## config.mk

```make
export PLATFORM = sky130hd
export DESIGN_NAME = trap_deleg_unit
export DESIGN_NICKNAME = d
export VERILOG_FILES = /design/src/rtl/trap_dlg_pkg.sv /design/src/rtl/trap_csr_regs.sv /design/src/rtl/trap_irq_arb.sv /design/src/rtl/trap_exc_route.sv /design/src/rtl/trap_deleg_unit.sv
export SDC_FILE = /design/constraint.sdc
export NUM_CORES = 1
export LEC_CHECK = 0
export BUFFER_PORTS_ARGS = -buffer_cell sky130_fd_sc_hd__buf_4
export CORE_ASPECT_RATIO = 1.4
export CORE_MARGIN = 5
export CORE_UTILIZATION = 44
export CTS_CLUSTER_DIAMETER = 200
export DETAILED_ROUTE_END_ITERATION = 16
export PLACE_DENSITY_LB_ADDON = 0.2
export SYNTH_ARGS = -nofsm -noshare
export SYNTH_HDL_FRONTEND = slang
export SYNTH_HIERARCHICAL = 1
export SYNTH_SLANG_ARGS = --single-unit
```

## constraint.sdc

```tcl
create_clock -name clk_i -period 2.21 [get_ports clk_i]
set_clock_uncertainty 0.15 [all_clocks]
set_input_delay 0.1105 -clock clk_i [delete_from_list [all_inputs] [get_ports clk_i]]
set_output_delay 0.1105 -clock clk_i [all_outputs]
set_load 0.02 [all_outputs]
```

## src/rtl/trap_dlg_pkg.sv

```systemverilog
package trap_dlg_pkg;

   localparam logic [1:0] MODE_U = 2'b00;
   localparam logic [1:0] MODE_S = 2'b01;
   localparam logic [1:0] MODE_M = 2'b11;

   localparam int CAUSE_ILLEGAL    = 2;
   localparam int CAUSE_ECALL_BASE = 8;
   localparam int CAUSE_ECALL_M    = 11;

   localparam int IRQ_SSI = 1;
   localparam int IRQ_MSI = 3;
   localparam int IRQ_STI = 5;
   localparam int IRQ_MTI = 7;
   localparam int IRQ_SEI = 9;
   localparam int IRQ_MEI = 11;
   localparam int N_IRQ   = 6;

   localparam logic [2:0] SEL_EXC_DLG = 3'd0;
   localparam logic [2:0] SEL_IRQ_DLG = 3'd1;
   localparam logic [2:0] SEL_M_EN    = 3'd2;
   localparam logic [2:0] SEL_S_EN    = 3'd3;
   localparam logic [2:0] SEL_M_PEND  = 3'd4;
   localparam logic [2:0] SEL_S_PEND  = 3'd5;

   // cause number at a given priority rank, rank 0 wins
   function automatic int prio_cause(input int rank);
      case (rank)
         0: return IRQ_MEI;
         1: return IRQ_MSI;
         2: return IRQ_MTI;
         3: return IRQ_SEI;
         4: return IRQ_SSI;
         default: return IRQ_STI;
      endcase
   endfunction

   // handler level: delegated traps from below machine go to supervisor
   function automatic logic [1:0] target_of(input logic dlg_bit, input logic [1:0] priv);
      return (dlg_bit && priv != MODE_M) ? MODE_S : MODE_M;
   endfunction

endpackage

```

## src/rtl/trap_csr_regs.sv

```systemverilog
module trap_csr_regs
   import trap_dlg_pkg::*;
#(
   parameter int            W           = 16,
   parameter logic [W-1:0]  EXC_WMASK   = '1,
   parameter logic [W-1:0]  IRQ_WMASK   = '1,
   parameter logic [W-1:0]  EN_WMASK    = '1
) (
   input  logic         clk_i,
   input  logic         rst_ni,
   input  logic         we_i,
   input  logic [2:0]   sel_i,
   input  logic [W-1:0] wdata_i,
   input  logic [W-1:0] pend_i,
   output logic [W-1:0] rdata_o,
   output logic [W-1:0] exc_dlg_o,
   output logic [W-1:0] irq_dlg_o,
   output logic [W-1:0] irq_en_o
);

   logic [W-1:0] exc_dlg_q, irq_dlg_q, irq_en_q;

   if (W < 12) begin : g_bad_width
      $error("trap_csr_regs: W must cover cause 11");
   end

   always_ff @(posedge clk_i or negedge rst_ni) begin
      if (!rst_ni) begin
         exc_dlg_q <= '0;
         irq_dlg_q <= '0;
         irq_en_q  <= '0;
      end else if (we_i) begin
         case (sel_i)
            SEL_EXC_DLG: exc_dlg_q <= wdata_i & EXC_WMASK;
            SEL_IRQ_DLG: irq_dlg_q <= wdata_i & IRQ_WMASK;
            SEL_M_EN:    irq_en_q  <= wdata_i & EN_WMASK;
            SEL_S_EN:    irq_en_q  <= (irq_en_q & ~irq_dlg_q)
                                    | (wdata_i & irq_dlg_q & EN_WMASK);
            default: ;
         endcase
      end
   end

   always_comb begin
      case (sel_i)
         SEL_EXC_DLG: rdata_o = exc_dlg_q;
         SEL_IRQ_DLG: rdata_o = irq_dlg_q;
         SEL_M_EN:    rdata_o = irq_en_q;
         SEL_S_EN:    rdata_o = irq_en_q & irq_dlg_q;
         SEL_M_PEND:  rdata_o = pend_i;
         SEL_S_PEND:  rdata_o = pend_i & irq_dlg_q;
         default:     rdata_o = '0;
      endcase
   end

   assign exc_dlg_o = exc_dlg_q;
   assign irq_dlg_o = irq_dlg_q;
   assign irq_en_o  = irq_en_q;

   AST_SEN_KEEPS_UNDELEG: assert property (@(posedge clk_i) disable iff (!rst_ni)
      (we_i && sel_i == SEL_S_EN) |=> (((irq_en_q ^ $past(irq_en_q)) & ~$past(irq_dlg_q)) == '0));

   AST_ECALL_M_DLG_ZERO: assert property (@(posedge clk_i) disable iff (!rst_ni)
      (we_i && sel_i == SEL_EXC_DLG) |=> !exc_dlg_q[CAUSE_ECALL_M]);

endmodule

```

## src/rtl/trap_irq_arb.sv

```systemverilog
module trap_irq_arb
   import trap_dlg_pkg::*;
#(
   parameter int CW = 4
) (
   input  logic [N_IRQ-1:0] pend_i,
   input  logic [N_IRQ-1:0] en_i,
   input  logic [N_IRQ-1:0] dlg_i,
   input  logic [1:0]       priv_i,
   input  logic             m_gie_i,
   input  logic             s_gie_i,
   output logic             hit_o,
   output logic [CW-1:0]    cause_o,
   output logic [1:0]       mode_o
);

   logic [N_IRQ-1:0] elig;
   logic [1:0]       tgt_r   [N_IRQ];
   logic [CW-1:0]    cause_r [N_IRQ];

   for (genvar r = 0; r < N_IRQ; r++) begin : g_rank
      localparam int C = prio_cause(r);
      logic allow;
      assign cause_r[r] = CW'(C);
      assign tgt_r[r]   = target_of(dlg_i[r], priv_i);
      always_comb begin
         if (tgt_r[r] > priv_i)        allow = 1'b1;
         else if (tgt_r[r] == MODE_M)  allow = m_gie_i;
         else                          allow = s_gie_i;
      end
      assign elig[r] = pend_i[r] & en_i[r] & allow;
   end

   always_comb begin
      hit_o   = 1'b0;
      cause_o = '0;
      mode_o  = MODE_M;
      for (int r = N_IRQ - 1; r >= 0; r--) begin
         if (elig[r]) begin
            hit_o   = 1'b1;
            cause_o = cause_r[r];
            mode_o  = tgt_r[r];
         end
      end
   end

endmodule

```

## src/rtl/trap_exc_route.sv

```systemverilog
module trap_exc_route
   import trap_dlg_pkg::*;
#(
   parameter int CW = 4,
   localparam int W = 1 << CW
) (
   input  logic          kind_i,
   input  logic [1:0]    priv_i,
   input  logic [W-1:0]  dlg_i,
   output logic [CW-1:0] cause_o,
   output logic [1:0]    mode_o
);

   always_comb begin
      if (kind_i) cause_o = CW'(CAUSE_ECALL_BASE) + CW'(priv_i);
      else        cause_o = CW'(CAUSE_ILLEGAL);
      mode_o = target_of(dlg_i[cause_o], priv_i);
   end

endmodule

```

## src/rtl/trap_deleg_unit.sv

```systemverilog
module trap_deleg_unit
   import trap_dlg_pkg::*;
#(
   parameter int CAUSE_W = 4,
   localparam int W = 1 << CAUSE_W
) (
   input  logic               clk_i,
   input  logic               rst_ni,
   input  logic [1:0]         priv_i,
   input  logic               exc_valid_i,
   input  logic               exc_kind_i,
   input  logic [W-1:0]       irq_pend_i,
   input  logic               m_gie_i,
   input  logic               s_gie_i,
   input  logic               csr_we_i,
   input  logic [2:0]         csr_sel_i,
   input  logic [W-1:0]       csr_wdata_i,
   output logic [W-1:0]       csr_rdata_o,
   output logic               trap_o,
   output logic [1:0]         trap_mode_o,
   output logic               trap_irq_o,
   output logic [CAUSE_W-1:0] trap_cause_o
);

   localparam logic [W-1:0] EXC_WMASK = ~(W'(1) << CAUSE_ECALL_M);
   localparam logic [W-1:0] IRQ_WMASK = (W'(1) << IRQ_SSI) | (W'(1) << IRQ_STI)
                                      | (W'(1) << IRQ_SEI);
   localparam logic [W-1:0] EN_WMASK  = IRQ_WMASK | (W'(1) << IRQ_MSI)
                                      | (W'(1) << IRQ_MTI) | (W'(1) << IRQ_MEI);

   if (CAUSE_W < 4) begin : g_bad_cause_w
      $error("trap_deleg_unit: CAUSE_W must be at least 4");
   end

   logic [W-1:0] exc_dlg, irq_dlg, irq_en;

   trap_csr_regs #(
      .W(W), .EXC_WMASK(EXC_WMASK), .IRQ_WMASK(IRQ_WMASK), .EN_WMASK(EN_WMASK)
   ) u_regs (
      .clk_i(clk_i), .rst_ni(rst_ni), .we_i(csr_we_i), .sel_i(csr_sel_i),
      .wdata_i(csr_wdata_i), .pend_i(irq_pend_i), .rdata_o(csr_rdata_o),
      .exc_dlg_o(exc_dlg), .irq_dlg_o(irq_dlg), .irq_en_o(irq_en)
   );

   // gather the interrupt bits in priority order
   logic [N_IRQ-1:0] pend_r, en_r, dlg_r;
   for (genvar r = 0; r < N_IRQ; r++) begin : g_gather
      localparam int C = prio_cause(r);
      assign pend_r[r] = irq_pend_i[C];
      assign en_r[r]   = irq_en[C];
      assign dlg_r[r]  = irq_dlg[C];
   end

   logic               irq_hit;
   logic [CAUSE_W-1:0] irq_cause, exc_cause;
   logic [1:0]         irq_mode, exc_mode;

   trap_irq_arb #(.CW(CAUSE_W)) u_arb (
      .pend_i(pend_r), .en_i(en_r), .dlg_i(dlg_r), .priv_i(priv_i),
      .m_gie_i(m_gie_i), .s_gie_i(s_gie_i),
      .hit_o(irq_hit), .cause_o(irq_cause), .mode_o(irq_mode)
   );

   trap_exc_route #(.CW(CAUSE_W)) u_exc (
      .kind_i(exc_kind_i), .priv_i(priv_i), .dlg_i(exc_dlg),
      .cause_o(exc_cause), .mode_o(exc_mode)
   );

   logic               trap_q, irq_q;
   logic [1:0]         mode_q;
   logic [CAUSE_W-1:0] cause_q;
   logic               take;

   assign take = !trap_q && (irq_hit || exc_valid_i);

   always_ff @(posedge clk_i or negedge rst_ni) begin
      if (!rst_ni) begin
         trap_q  <= 1'b0;
         irq_q   <= 1'b0;
         mode_q  <= MODE_M;
         cause_q <= '0;
      end else begin
         trap_q <= take;
         if (take) begin
            irq_q   <= irq_hit;
            mode_q  <= irq_hit ? irq_mode  : exc_mode;
            cause_q <= irq_hit ? irq_cause : exc_cause;
         end
      end
   end

   assign trap_o       = trap_q;
   assign trap_mode_o  = mode_q;
   assign trap_irq_o   = irq_q;
   assign trap_cause_o = cause_q;

   AST_TRAP_SINGLE: assert property (@(posedge clk_i) disable iff (!rst_ni)
      trap_q |=> !trap_q);

   AST_EXC_TAKEN: assert property (@(posedge clk_i) disable iff (!rst_ni)
      (!trap_q && exc_valid_i) |=> trap_q);

   AST_NO_DEMOTE: assert property (@(posedge clk_i) disable iff (!rst_ni)
      (!trap_q && (irq_hit || exc_valid_i)) |=> (mode_q >= $past(priv_i)));

   AST_IRQ_FIRST: assert property (@(posedge clk_i) disable iff (!rst_ni)
      (!trap_q && irq_hit && exc_valid_i) |=> (trap_q && irq_q));

   AST_ECALL_M_STAYS: assert property (@(posedge clk_i) disable iff (!rst_ni)
      (trap_q && !irq_q && cause_q == CAUSE_W'(CAUSE_ECALL_M)) |-> mode_q == MODE_M);

   AST_IRQ_QUALIFIED: assert property (@(posedge clk_i) disable iff (!rst_ni)
      irq_hit |-> (irq_pend_i[irq_cause] && irq_en[irq_cause]));

endmodule

```

==> impl_metrics.json, run 1 <==
{
  "final_nets": 342,
  "peakVddDrop_v": 0.000375,
  "endpoint_kind": "flip-flop",
  "netlist_area_um2": 2170,
  "hold_viol": 0,
  "avgViaCountPerCell": 5.21,
  "clk_pin_slew_ps": 70,
  "p_per_area_nw_per_um2": 793,
  "rows": 30,
  "start_util_pct": 45.2,
  "r2r_end": "trap_cause_o[3]",
  "finalCritPeriodShare_pct": 92.9,
  "startpoint_type": "flip-flop",
  "dp_cells": 335,
  "num_vias": 1886,
  "clock_latency_ps": 290,
  "die_x_um": 69.4,
  "final_util_pct": 61.5,
  "drt_iter0_drc": 95,
  "h-tree-depth": 2,
  "wl_per_cell_um": 15.5,
  "grt_pass1_wl_mm": 9.25,
  "final_cells": 362,
  "drv_slew": 0,
  "cts_tree": "yes",
  "reg2reg_depth": 8,
  "drc": 0,
  "cts-buffers-inserted": 5,
  "layout_min_cycle_time_ps": 2050,
  "io_buffer_count": 67,
  "antenna_left": 0,
  "regArea_um2": 803,
  "crit_type": "flip-flop to flip-flop",
  "synth_cells": 216,
  "postSynthAreaPerCell_um2": 10.1,
  "max_freq_mhz": 487,
  "coreArea_um2": 4800,
  "worstMarginPinSlew_ps": 593,
  "yosysWarnings": 6,
  "power_uw": 2340,
  "max-cap-violations": 0,
  "status": "completed",
  "p_leak_uw": 0.00137,
  "die_h_um": 93.1,
  "grt_max_degree": 33,
  "num_antenna_cells": 0,
  "routabilityCongestion": 0.914,
  "ioPinCount": 68,
  "routed_wl_mm": 5.59,
  "grt_usage_pct": 17.8,
  "grt_overflow_total": 0,
  "grt_pass1_vias": 1952,
  "first_pass_iters": 4,
  "crit_required_ps": 2230,
  "fill_cells": 436,
  "min_to": "u_regs/irq_en_o[5]",
  "hp-class": "input port to flip-flop",
  "setup_violations": 0,
  "cts_buffer_depth": 2,
  "die-area_um2": 6460,
  "antenna_found_initial": 0,
  "dpl.hpwl_mm": 4.13,
  "drive_gt1_share_pct": 40.3,
  "whs_path_depth": 3,
  "multi_input_area_um2": 1250,
  "r2r_slack_ps": 160,
  "cts_sinks": 32,
  "cp.arrival_ps": 2080,
  "slew_headroom_pct": 60.4,
  "clock-root-buffer": "clkbuf_8",
  "min-delay-start": "csr_we_i",
  "critical_path.max_fanout": 7,
  "area_growth_pct": 35.9,
  "r2r-start": "u_regs/irq_dlg_o[9]"
}
worst max-delay path, cell delays in order (launching register included):
cell,delay [ps]
dfrtp_1,390
inv_1,80
o311ai_4,280
o21ai_1,110
o31ai_1,210
nand3_1,170
or2_4,330
o22ai_2,160
nor3_2,60
where the power goes:
| group | switching (uW) | internal (uW) | leakage, uW |
|---|---|---|---|
| Sequential | 156 | 769 | 0.000378 |
| Clock | 237 | 219 | 0.0000479 |
| Combinational | 460 | 500 | 0.000941 |
| Total | 854 | 1490 | 0.00137 |
stage by stage:
stage / setup TNS (ps) / hold slack, ps / worst slack, ps / area, um2
after global routing: -51.9 / 26.7 / -26.2 / 2950
after global placement: 0 / -66.9 / 168 / 2660
final: 0 / 29.0 / 157 / 2950
after detailed placement: 0 / -69.5 / 118 / 2660
after CTS: 0 / 14.5 / 114 / 2930
after floorplan: 0 / -335 / 55.2 / 2180
registers in the layout (all words and copies together), names as in the netlist:
signal / flops
trap_irq_o: 1
trap_cause_o: 4
u_regs/exc_dlg_o: 15
u_regs/irq_dlg_o: 3
trap_o: 1
trap_mode_o: 2
u_regs/irq_en_o: 6
per-layer routing:
layer	share of wire [%]	up-vias	GRT usage, %
met4	1.5	0	5.86
li1	-	925	-
met5	0	-	0
met2	51	55	30.7
met1	41	899	21.1
met3	5.8	7	5.05
layout make-up:
class	count	area share, %
flip-flops and latches	32	27.2
repair buffers	88	23.9
clock buffers	5	2.33
clock inverters	3	0.636
multi-input cells	164	42.5
inverters	6	0.763
well taps	64	2.71
how the worst max path moves through the flow:
| stage | from | to | slack [ps] |
|---|---|---|---|
| after floorplan | priv_i[1] | trap_cause_o[3] | 60 |
| after global placement | priv_i[1] | trap_cause_o[3] | 170 |
| after detailed placement | priv_i[1] | trap_cause_o[3] | 120 |
| after CTS | u_regs/irq_dlg_o[9] | trap_cause_o[3] | 110 |
| after global routing | u_regs/irq_dlg_o[9] | trap_cause_o[2] | -30 |
| final | u_regs/irq_dlg_o[9] | trap_cause_o[3] | 160 |
repair_timing:
action                                 in CTS  in global routing
hold buffers                               18                  0
endpoints found under the hold margin      57                  0
gates resized for setup                     0                  3
setup endpoints to repair                   0                  7
buffers inserted                            0                  1
cells in the final DEF, fill, tap and decap left out, drive strengths merged, types with 2 or more instances in the layout:
cell / instances
mux2i: 12
nor3b: 3
dlygate4sd3: 18
o21ai: 6
mux2: 24
nand2b: 13
conb: 6
o32ai: 4
inv: 6
nor3: 6
nor2: 20
o31ai: 2
clkinv: 3
a21oi: 9
o22ai: 6
clkbuf: 5
nand3: 11
and2: 2
or2: 4
dfrtp: 30
nand4: 2
buf: 70
dfstp: 2
o311ai: 5
nand2: 15
No activity file was read; power rests on OpenSTA's default activity.
==> inputs of run 2 (changes only) <==
--- a/config.mk
+++ b/config.mk
@@ -8,7 +8,7 @@
 export BUFFER_PORTS_ARGS = -buffer_cell sky130_fd_sc_hd__buf_4
 export CORE_ASPECT_RATIO = 1.4
 export CORE_MARGIN = 5
-export CORE_UTILIZATION = 44
+export CORE_UTILIZATION = 52
 export CTS_CLUSTER_DIAMETER = 200
 export DETAILED_ROUTE_END_ITERATION = 16
 export PLACE_DENSITY_LB_ADDON = 0.2
==> run 2 against run 1 <==
  * Cell count decreased by 6.4%
  * Critical path depth did not move
  * Critical endpoint unchanged
  * Sequential power is 0.4% higher
  * Combinational power shrank 2%
  * Design area shrank 2.0%
  * Sequential cell count unchanged
  * Maximum frequency grew 0.31%
  * Via count down 1.1%
  * Core utilization is 11 points higher
==> impl_metrics.json, run 2 (synthesis gave the netlist of run 1 again) <==
{
  "grt_pass1_wl_mm": 9.31,
  "crit_required_ps": 2230,
  "start_util_pct": 54.5,
  "coreArea_um2": 3990,
  "antenna_found_initial": 0,
  "antenna_left": 0,
  "clk_pin_slew_ps": 70,
  "drive_gt1_share_pct": 39.5,
  "clock-root-buffer": "clkbuf_8",
  "setup_violations": 0,
  "largest_register_ff_count": 15,
  "die-area_um2": 5590,
  "grt_pass1_vias": 1965,
  "cts_buffer_depth": 2,
  "rows": 27,
  "r2r_slack_ps": 160,
  "final_cells": 339,
  "hold_viol": 0,
  "slew_headroom_pct": 58.6,
  "die_x_um": 64.6,
  "worstMarginPinSlew_ps": 620,
  "grt_overflow_total": 0,
  "layout_min_cycle_time_ps": 2050,
  "area_growth_pct": 33.2,
  "ioPinCount": 68,
  "num_vias": 1866,
  "startpoint_type": "flip-flop",
  "clock_latency_ps": 280,
  "cts_sinks": 32,
  "drv_slew": 0,
  "cts_tree": "yes",
  "first_pass_iters": 4,
  "post-cts-setup-buffers": 0,
  "place_area_um2": 2630,
  "critical_path.max_fanout": 7,
  "slowest_stage": "dfrtp_1",
  "final_cell_area_um2": 2890,
  "routed_wl_mm": 5.59,
  "cts-buffers-inserted": 5,
  "wl_per_cell_um": 16.5,
  "drc": 0,
  "routabilityCongestion": 0.907,
  "path_cells": "inv_1 -> o311ai_4 -> o21ai_1 -> o31ai_1 -> nand3_1 -> or2_4 -> o22ai_2 -> nor3_2",
  "final_common_cell": "buf_4",
  "hp-class": "input port to flip-flop",
  "endpoint_kind": "flip-flop",
  "worst_path_largest_cell_delay_ps": 380,
  "final.setup.tns_ps": 0,
  "dpl.hpwl_mm": 4.16,
  "dp_cells": 314,
  "io_buffer_count": 67,
  "rsz0062_at_grt": "false",
  "peakVddDrop_v": 0.000513,
  "avgViaCountPerCell": 5.50,
  "drt_iter0_drc": 113,
  "h-tree-depth": 2,
  "finalCritPeriodShare_pct": 92.6,
  "final_nets": 340,
  "grt_usage_pct": 21.1,
  "max_freq_mhz": 489,
  "mostFrequentLayoutCells": "buf_4 (69), dfrtp_1 (30), nor2_1 (18)",
  "p_leak_uw": 0.00135,
  "crit_type": "flip-flop to flip-flop",
  "cp.arrival_ps": 2070,
  "num_antenna_cells": 0,
  "die_h_um": 86.5,
  "max-cap-violations": 0,
  "status": "completed",
  "p_per_area_nw_per_um2": 802,
  "grt_max_degree": 33
}
## run 2: changes by cell type in the layout (fill, tap and decap cells not counted), sizes merged
cell | previous run | this run
buf | 70 | 69
dlygate4sd3 | 18 | 17
## run 2: path summary, 6_finish.rpt
kind	endpoint	start	cells after the start
max in group asynchronous	trap_mode_o[0]	rst_ni	2
hold / removal	trap_cause_o[3]	exc_kind_i	3
min in group asynchronous	u_regs/exc_dlg_o[9]	rst_ni	2
setup reg to reg	trap_cause_o[3]	u_regs/irq_dlg_o[9]	8
setup / recovery	trap_cause_o[3]	u_regs/irq_dlg_o[9]	8
hold reg to reg	trap_irq_o	trap_irq_o	2
## run 2: where the power goes
part | switching (uW) | total [uW] | internal (uW)
Clock | 228 | 448 | 219
Combinational | 457 | 944 | 487
Sequential | 160 | 929 | 770
## run 2: worst max-delay path, delay by kind of cell, from the launching register on
family	cells	cell delay [ps]
compound gates	4	800
buf+inv	1	80
flops	1	380
simple gates	3	540
## run 2: what timing repair did
item                                    in CTS  in global routing
hold endpoints to repair                    56                  0
hold buffers                                17                  0
endpoints found under the setup margin       0                  6
gates resized for setup                      0                  1
## run 2: layout make-up
cell class,instances,area [um2]
flip-flops and latches,32,803
clock inverters,3,18.8
repair buffers,86,688
well taps,43,53.8
inverters,6,22.5
clock buffers,5,68.8
multi-input cells,164,1240
fillers,312,1090
## run 2: metal layers
metal	share of wire, %	track usage, %
met1	39	23.9
met2	53	38.1
met4	1.7	6.35
met5	0	0
met3	6.2	6.10
## run 2: stage by stage
stage	setup WS, ps	hold slack [ps]	utilization (%)	power (uW)
2_1_floorplan	55.2	-335	-	1510
3_3_place_gp	187	-73.2	66.1	1830
4_1_cts	107	3.76	72.5	2330
5_1_grt	5.32	23.0	72.6	2470
6_report	164	0.672	72.6	2320
3_5_place_dp	111	-71.3	66.1	1860
==> inputs of run 3 (changes only) <==
--- a/config.mk
+++ b/config.mk
@@ -11,8 +11,10 @@
 export CORE_UTILIZATION = 52
 export CTS_CLUSTER_DIAMETER = 200
 export DETAILED_ROUTE_END_ITERATION = 16
+export GPL_ROUTABILITY_DRIVEN = 1
 export PLACE_DENSITY_LB_ADDON = 0.2
 export SYNTH_ARGS = -nofsm -noshare
 export SYNTH_HDL_FRONTEND = slang
 export SYNTH_HIERARCHICAL = 1
 export SYNTH_SLANG_ARGS = --single-unit
+export TNS_END_PERCENT = 1
==> constraint.sdc (replaced) <==
create_clock -name clk_i -period 2 [get_ports clk_i]
set_clock_uncertainty 0.15 [all_clocks]
set_input_delay 0.1 -clock clk_i [delete_from_list [all_inputs] [get_ports clk_i]]
set_output_delay 0.1 -clock clk_i [all_outputs]
set_load 0.02 [all_outputs]
==> run 3 against run 2 <==
  * Hold slack better by 27 ps
  * Total power is 13% higher
  * Critical path depth stayed put
  * Design area is 3.7% higher
  * Maximum frequency is 5.2% higher
  * Sequential share of layout area is 0.99 points lower
  * Global-route usage is 0.61 points higher
  * Cell count is 2.4% higher
  * Largest power group unchanged
  * Count of clock-buffer cells in the layout stayed put
  * Register-to-register slack worse by 110 ps
  * Die area stayed put
  * Sequential power is 9.8% higher
==> impl_metrics.json, run 3 (synthesis gave the netlist of run 1 again) <==
{
  "place_ws_ps": -29.5,
  "clock-root-buffer": "clkbuf_8",
  "avgViaCountPerCell": 5.54,
  "status": "completed",
  "startpoint_type": "flip-flop",
  "setup_violations": 0,
  "cts_tree": "yes",
  "die_h_um": 86.5,
  "area_growth_pct": 38.2,
  "finalCritPeriodShare_pct": 97.3,
  "die-area_um2": 5590,
  "critical_path.max_fanout": 4,
  "crit_type": "flip-flop to flip-flop",
  "peakVddDrop_v": 0.000581,
  "hold_viol": 0,
  "layout_min_cycle_time_ps": 1950,
  "path_cells": "inv_2 -> o311ai_4 -> o21ai_2 -> o31ai_2 -> nand3_2 -> nand2b_2 -> o32ai_2 -> nor2_1",
  "grt_pass1_wl_mm": 9.45,
  "drt_iter0_drc": 109,
  "clock_latency_ps": 290,
  "final_cells": 347,
  "max_freq_mhz": 514,
  "io_buffer_count": 67,
  "final_common_cell": "buf_4",
  "ioPinCount": 68,
  "p_leak_uw": 0.00140,
  "h-tree-depth": 2,
  "setup_ws_ps": 54.4,
  "cts-buffers-inserted": 5,
  "critPathBufInv": 1,
  "regArea_um2": 803,
  "clk_pin_slew_ps": 70,
  "largest_register_ff_count": 15,
  "dp_cells": 321,
  "routed_wl_mm": 5.88,
  "drv_slew": 0,
  "coreArea_um2": 3990,
  "multi_input_area_um2": 1280,
  "antenna_left": 0,
  "num_antenna_cells": 0,
  "antenna_found_initial": 0,
  "drc": 0,
  "p_per_area_nw_per_um2": 876,
  "grt_usage_pct": 21.7,
  "slowest_stage": "dfrtp_1",
  "fill_cells": 291,
  "first_pass_iters": 4,
  "holdWs_ps": 28.0,
  "final_nets": 348,
  "cts_sinks": 32,
  "wl_per_cell_um": 16.9,
  "dpl.hpwl_mm": 4.20,
  "drive_gt1_share_pct": 44.1,
  "cts_buffer_depth": 2,
  "num_vias": 1921,
  "final_util_pct": 75.3,
  "hp-class": "input port to flip-flop",
  "cp.arrival_ps": 1970,
  "power_uw": 2630,
  "crit_required_ps": 2030,
  "start_util_pct": 54.5,
  "mostFrequentLayoutCells": "buf_4 (76), dfrtp_1 (30), nor2_1 (18), dlygate4sd3_1 (18), nand2_1 (15)",
  "worst_path_largest_cell_delay_ps": 370,
  "rsz0062_at_grt": "true",
  "grt_pass1_vias": 2035,
  "die_x_um": 64.6,
  "path_delay_family": "compound AO/OA/AOI/OAI gates",
  "grt_overflow_total": 0,
  "routabilityCongestion": 0.849,
  "max-cap-violations": 0,
  "grt_max_degree": 33,
  "rows": 27,
  "endpoint_kind": "flip-flop"
}
## run 3: routing by layer
metal / routed length (um) / part of all wire, % / up-vias / global-route usage (%)
met4: 127 / 2.2 / 0 / 9.04
li1: - / - / 935 / -
met5: 0 / 0 / - / 0
met1: 2320 / 39 / 897 / 25.5
met2: 3020 / 51 / 78 / 37.8
met3: 407 / 6.9 / 11 / 5.06
## run 3: cell type report
cell class | instances | share of cell area, %
sequential | 32 | 26.8
tap | 43 | 1.79
timing repair buffer | 94 | 25.0
inverter | 6 | 0.750
multi-input combinational | 164 | 42.8
clock inverter | 3 | 0.625
clock buffer | 5 | 2.29
## run 3: power by group
part	internal [uW]	switching, uW	total (uW)
Sequential	850	167	1020
Clock	242	262	504
Combinational	573	536	1110
Total	1670	964	2630
## run 3: path summary, 6_finish.rpt
check	end	cells after the start	start	slack, ps
max	trap_cause_o[1]	8	u_regs/irq_dlg_o[9]	50
min	u_regs/irq_en_o[5]	3	csr_we_i	30
max reg2reg	trap_cause_o[1]	8	u_regs/irq_dlg_o[9]	50
min reg2reg	trap_irq_o	2	trap_irq_o	330
max in group asynchronous	trap_mode_o[0]	2	rst_ni	1220
min in group asynchronous	u_regs/exc_dlg_o[9]	2	rst_ni	140
## run 3: through the flow
| step | TNS [ps] | instance area, um2 |
|---|---|---|
| final | 0 | 3000 |
| after floorplan | 0 | 2190 |
| after CTS | -2.54 | 2990 |
| after global placement | 0 | 2700 |
| after detailed placement | -78.4 | 2700 |
| after global routing | -288 | 3000 |
## run 3: repair_timing
action	CTS	global route
hold endpoints to repair	57	0
hold buffers	18	0
pin swaps	0	1
gates resized for setup	5	4
buffers inserted	0	0
setup endpoints to repair	7	7
## run 3: worst register-to-register path, cell delays in order (launching register included)
cell      delay, ps
dfrtp_1         370
inv_2            50
o311ai_4        290
o21ai_2         110
o31ai_2         220
nand3_2         130
nand2b_2        240
o32ai_2         200
nor2_1           80
